**src/rtl/dpll_mode_ctrl.sv**
```systemverilog
module dpll_mode_ctrl (
  input  logic       clk,
  input  logic       rst_n,
  input  logic [1:0] mode_req,
  input  logic       ref_ok,
  input  logic       sel_glitch,
  input  logic       tie_pin,
  input  logic       flock_req,
  output logic [2:0] state,
  output logic       flag_normal,
  output logic       flag_hold,
  output logic       flag_free,
  output logic       tie_act,
  output logic       fast_lock
);
  localparam logic [2:0] S_FREE  = 3'd0;
  localparam logic [2:0] S_NORM  = 3'd1;
  localparam logic [2:0] S_HOLD  = 3'd2;
  localparam logic [2:0] S_AUTO  = 3'd3;
  localparam logic [2:0] S_SHORT = 3'd4;

  logic [2:0] nxt;
  logic [2:0] pin_mode;
  logic       tie_nxt;
  logic       from_hold;

  assign pin_mode = mode_req[1] ? S_FREE : (mode_req[0] ? S_HOLD : S_NORM);

  always_comb begin
    nxt = state;
    case (state)
      S_NORM:  if (sel_glitch)   nxt = S_SHORT;
               else if (!ref_ok) nxt = S_AUTO;
               else              nxt = pin_mode;
      S_AUTO:  if (sel_glitch)   nxt = S_SHORT;
               else if (ref_ok)  nxt = S_NORM;
               else if (pin_mode != S_NORM) nxt = pin_mode;
      S_SHORT: if (!sel_glitch)  nxt = S_NORM;
      S_HOLD,
      S_FREE:  nxt = pin_mode;
      default: nxt = S_FREE;
    endcase
  end

  assign from_hold = (state == S_HOLD) || (state == S_AUTO) || (state == S_SHORT);
  assign tie_nxt   = (nxt == state) ? tie_act : ((nxt == S_NORM) && from_hold && tie_pin);

  always_ff @(posedge clk) begin
    if (!rst_n) begin
      state       <= S_FREE;
      tie_act     <= 1'b0;
      flag_normal <= 1'b0;
      flag_hold   <= 1'b0;
      flag_free   <= 1'b1;
    end else begin
      state       <= nxt;
      tie_act     <= tie_nxt;
      flag_normal <= (nxt == S_NORM);
      flag_hold   <= (nxt == S_HOLD) || (nxt == S_AUTO) || (nxt == S_SHORT);
      flag_free   <= (nxt == S_FREE);
    end
  end

  assign fast_lock = (state == S_NORM) && flock_req;
endmodule


```
**config.mk**
```make
export PLATFORM = sky130hd
export DESIGN_NAME = dpll_mode_ctrl
export DESIGN_NICKNAME = d
export VERILOG_FILES = /design/src/rtl/dpll_mode_ctrl.sv
export SDC_FILE = /design/constraint.sdc
export NUM_CORES = 1
export LEC_CHECK = 0
export BUFFER_PORTS_ARGS = -buffer_cell sky130_fd_sc_hd__buf_4
export CELL_PAD_IN_SITES_DETAIL_PLACEMENT = 0
export CELL_PAD_IN_SITES_GLOBAL_PLACEMENT = 2
export CORE_UTILIZATION = 26
export CTS_CLUSTER_SIZE = 28
export DETAILED_ROUTE_END_ITERATION = 8
export PLACE_DENSITY = 0.72
export SKIP_CTS_REPAIR_TIMING = 1
export SLEW_MARGIN = 20
export SYNTH_ARGS = -nofsm -noshare
export SYNTH_HDL_FRONTEND = slang
export SYNTH_SLANG_ARGS = --single-unit
```
**constraint.sdc**
```tcl
create_clock -name clk -period 1.6 [get_ports clk]
set_input_delay 0.16 -clock clk [delete_from_list [all_inputs] [get_ports clk]]
set_output_delay 0.16 -clock clk [all_outputs]
set_load 0.01 [all_outputs]
```
==> flow_metrics.env <==
export IMPL_status="complete, but fails checks"
export IMPL_violations="DRC"
export IMPL_syn_area_sq_um=450.4
export IMPL_critPathKind="reg2reg"
export IMPL_postSynthAreaPerCell_sq_um=8.832
export IMPL_clk_path_buf_depth=2
export IMPL_drv_cap=0
export IMPL_ioPinCount=16
export IMPL_synthFlopType="dfxtp_1"
export IMPL_clk_pin_slew_ns=0.05
export IMPL_hp_class="in2reg"
export IMPL_setup_viol=0
export IMPL_cts_tree="built"
export IMPL_layout_cells_non_filler=91
export IMPL_path_cells="nor4b_4, nand2_1, a211oi_1, o211ai_1, o22ai_2"
export IMPL_area_growth_syn_to_layout_pct=44.17
export IMPL_syn_instance_count=51
export IMPL_grt_max_degree=9
export IMPL_crit_buf_inv=0
export IMPL_whs_ns=0.1409
export IMPL_initial_core_util=0.2889
export IMPL_route_detailed_wl_per_inst_um=12.14
export IMPL_power_uw=482.7
export IMPL_synth_top_cell_by_area="dfxtp_1"
export IMPL_ys_seq_area_frac=0.3111
export IMPL_critPathLaunchType="flip-flop"
export IMPL_synth_top_area_frac=0.3111
export IMPL_drc=1
export IMPL_num_rows=14
export IMPL_synth_area_leaders="dfxtp_1 31%, nor4b_4 5.3%, nor3b_1 5.0%, a21oi_1 3.3%, o21ai_0 3.3%"
export IMPL_antenna_left=0
export IMPL_cp_required_ns=1.78
export IMPL_diodes=0
export IMPL_crit_fanout=8
export IMPL_period_minus_slack_ns=1.501
export IMPL_fin_nets=84
export IMPL_fillers=168
export IMPL_fin_crit_sh=0.9380
export IMPL_ys_seq_elements=7
export IMPL_slowest_stage="nor4b_4"
export IMPL_wl_um=1105
export IMPL_ys_types=31
export IMPL_rsz0062_at_grt="false"
export IMPL_numPortBuffers=15
export IMPL_cpLargestDelayFamily="compound AO/OA/AOI/OAI gates"
export IMPL_cts_sinks=7
export IMPL_p_leak_uw=0.0003095
export IMPL_placed_cells=87
export IMPL_synth_edf_count=0
export IMPL_die_x_um=43.62
export IMPL_max_freq_ghz=0.6663
export IMPL_reg2reg_from="state[0]$_SDFF_PN0_"
export IMPL_syn_nets=59
export IMPL_dr_pass1_iters=6
export IMPL_core_sq_um=1559
export IMPL_cts_made_buffers=3
export IMPL_final_hold_viol_count=0
export IMPL_whs_endpoint="flag_free$_SDFF_PN1_"
export IMPL_h_tree_depth=1
export IMPL_hold_path_startpoint="rst_n"
export IMPL_grt_antenna_before_repair=0
export IMPL_die_area_sq_um=1903
export IMPL_die_height_um=43.62
export IMPL_drt_vias_per_instance=4.857
export IMPL_r2r_end="tie_act$_SDFFE_PN0P_"
export IMPL_finalClockSkew_ns=0.0008807
export IMPL_power_density_nw_per_um2=743.3
export IMPL_clkLatencyLatePin_ns=0.25
export IMPL_cp_arrival_ns=1.68
export IMPL_max_slew_margin_rel=0.7831
export IMPL_grt_pass1_wl_um=1876
export IMPL_gp_congestion=0.7297
export IMPL_r2r_slack_ns=0.1
export IMPL_synth_most_common_cell="dfxtp_1"
export IMPL_ys_async_sr_fraction=0
export IMPL_tns_ns=0
export IMPL_yosysWarnings=0
export IMPL_max_stage_delay_ns=0.39
export IMPL_max_vdd_ir_drop_uv=431.9
export IMPL_synth_common_cells="7 x dfxtp_1, 4 x inv_1, 4 x nor2_1"
export IMPL_cts_root_buf="clkbuf_4"
export IMPL_slew_violations=0
export IMPL_drtIter0Drc=4
export IMPL_grt_pass1_vias=418
export IMPL_hold_path_depth=2
export IMPL_layout_drive_gt1_share=0.4933
export IMPL_track_usage=0.1356
export IMPL_grt_overflow=0
export IMPL_reg2reg_depth=5
export IMPL_worst_pin_slew_ns=0.3239
export IMPL_cp_end_kind="flip-flop"
export IMPL_hpwl_um=879.5
export IMPL_vias=442
-- metal layers --
layer	vias to the layer above	part of all wire	GRT usage	wire [um]
li1	233	-	-	-
met1	196	0.51	0.1848	563
met2	13	0.45	0.2000	492
met3	0	0.044	0.06250	49
met4	0	0	0.01875	0
met5	-	0	0	0
-- cell usage in the layout, fill, tap and decap left out, types with 2 or more instances in the layout --
cell type | netlist | layout
buf_4 | 0 | 22
nor2_1 | 4 | 4
inv_1 | 4 | 4
dfxtp_1 | 7 | 4
nor3b_1 | 3 | 3
a21oi_1 | 3 | 3
o21ai_0 | 3 | 3
clkbuf_4 | 0 | 3
dfxtp_2 | 0 | 3
nand2b_1 | 2 | 2
nor3_1 | 2 | 2
-- power breakdown --
group	internal (uW)	total [uW]	switching [uW]
Combinational	69.7	127	57.2
Clock	95.0	159	63.5
Sequential	186	197	11.1
-- worst max-delay path by stage --
stage,start,endpoint,slack (ns),cells after the start
global route,state[0]$_SDFF_PN0_,tie_act$_SDFFE_PN0P_,0.05,5
global placement,state[1]$_SDFF_PN0_,tie_act$_SDFFE_PN0P_,0.03,5
finish,state[0]$_SDFF_PN0_,tie_act$_SDFFE_PN0P_,0.1,5
floorplan,state[2]$_SDFF_PN0_,tie_act$_SDFFE_PN0P_,0.14,5
detailed placement,state[1]$_SDFF_PN0_,tie_act$_SDFFE_PN0P_,0.02,5
CTS,state[0]$_SDFF_PN0_,tie_act$_SDFFE_PN0P_,0.003,5
-- layout make-up --
type                            count  area [sq um]  area share
Timing Repair Buffer               22         165.2      0.2543
Clock buffer                        4         26.28     0.04046
Sequential cell                     7         143.9      0.2216
Tap cell                           16         20.02     0.03083
Multi-Input combinational cell     38         279.0      0.4297
Inverter                            4         15.01     0.02312
-- state kept, by name, summed over array words and instances (netlist names) --
signal / flops
flag_free: 1
flag_hold: 1
flag_normal: 1
state: 3
tie_act: 1
-- per-stage QoR --
step,setup slack (ns),instance area (sq um),utilization
finish,0.09915,649.4,0.4165
global route,0.04897,649.4,0.4165
detailed placement,0.02026,619.3,0.3973
global placement,0.02553,619.3,0.3973
CTS,0.002672,645.6,0.4141
floorplan,0.1403,450.4,-
-- cells by family (layout without fill, tap and decap cells) --
logic type,Yosys count,in the layout,synth area share
simple gates,22,22,0.3583
compound gates,15,15,0.2417
flops,7,7,0.3111
buf+inv,6,30,0.06942
xor+xnor,1,1,0.01945
Note: power is estimated with default switching activity, not from simulation.
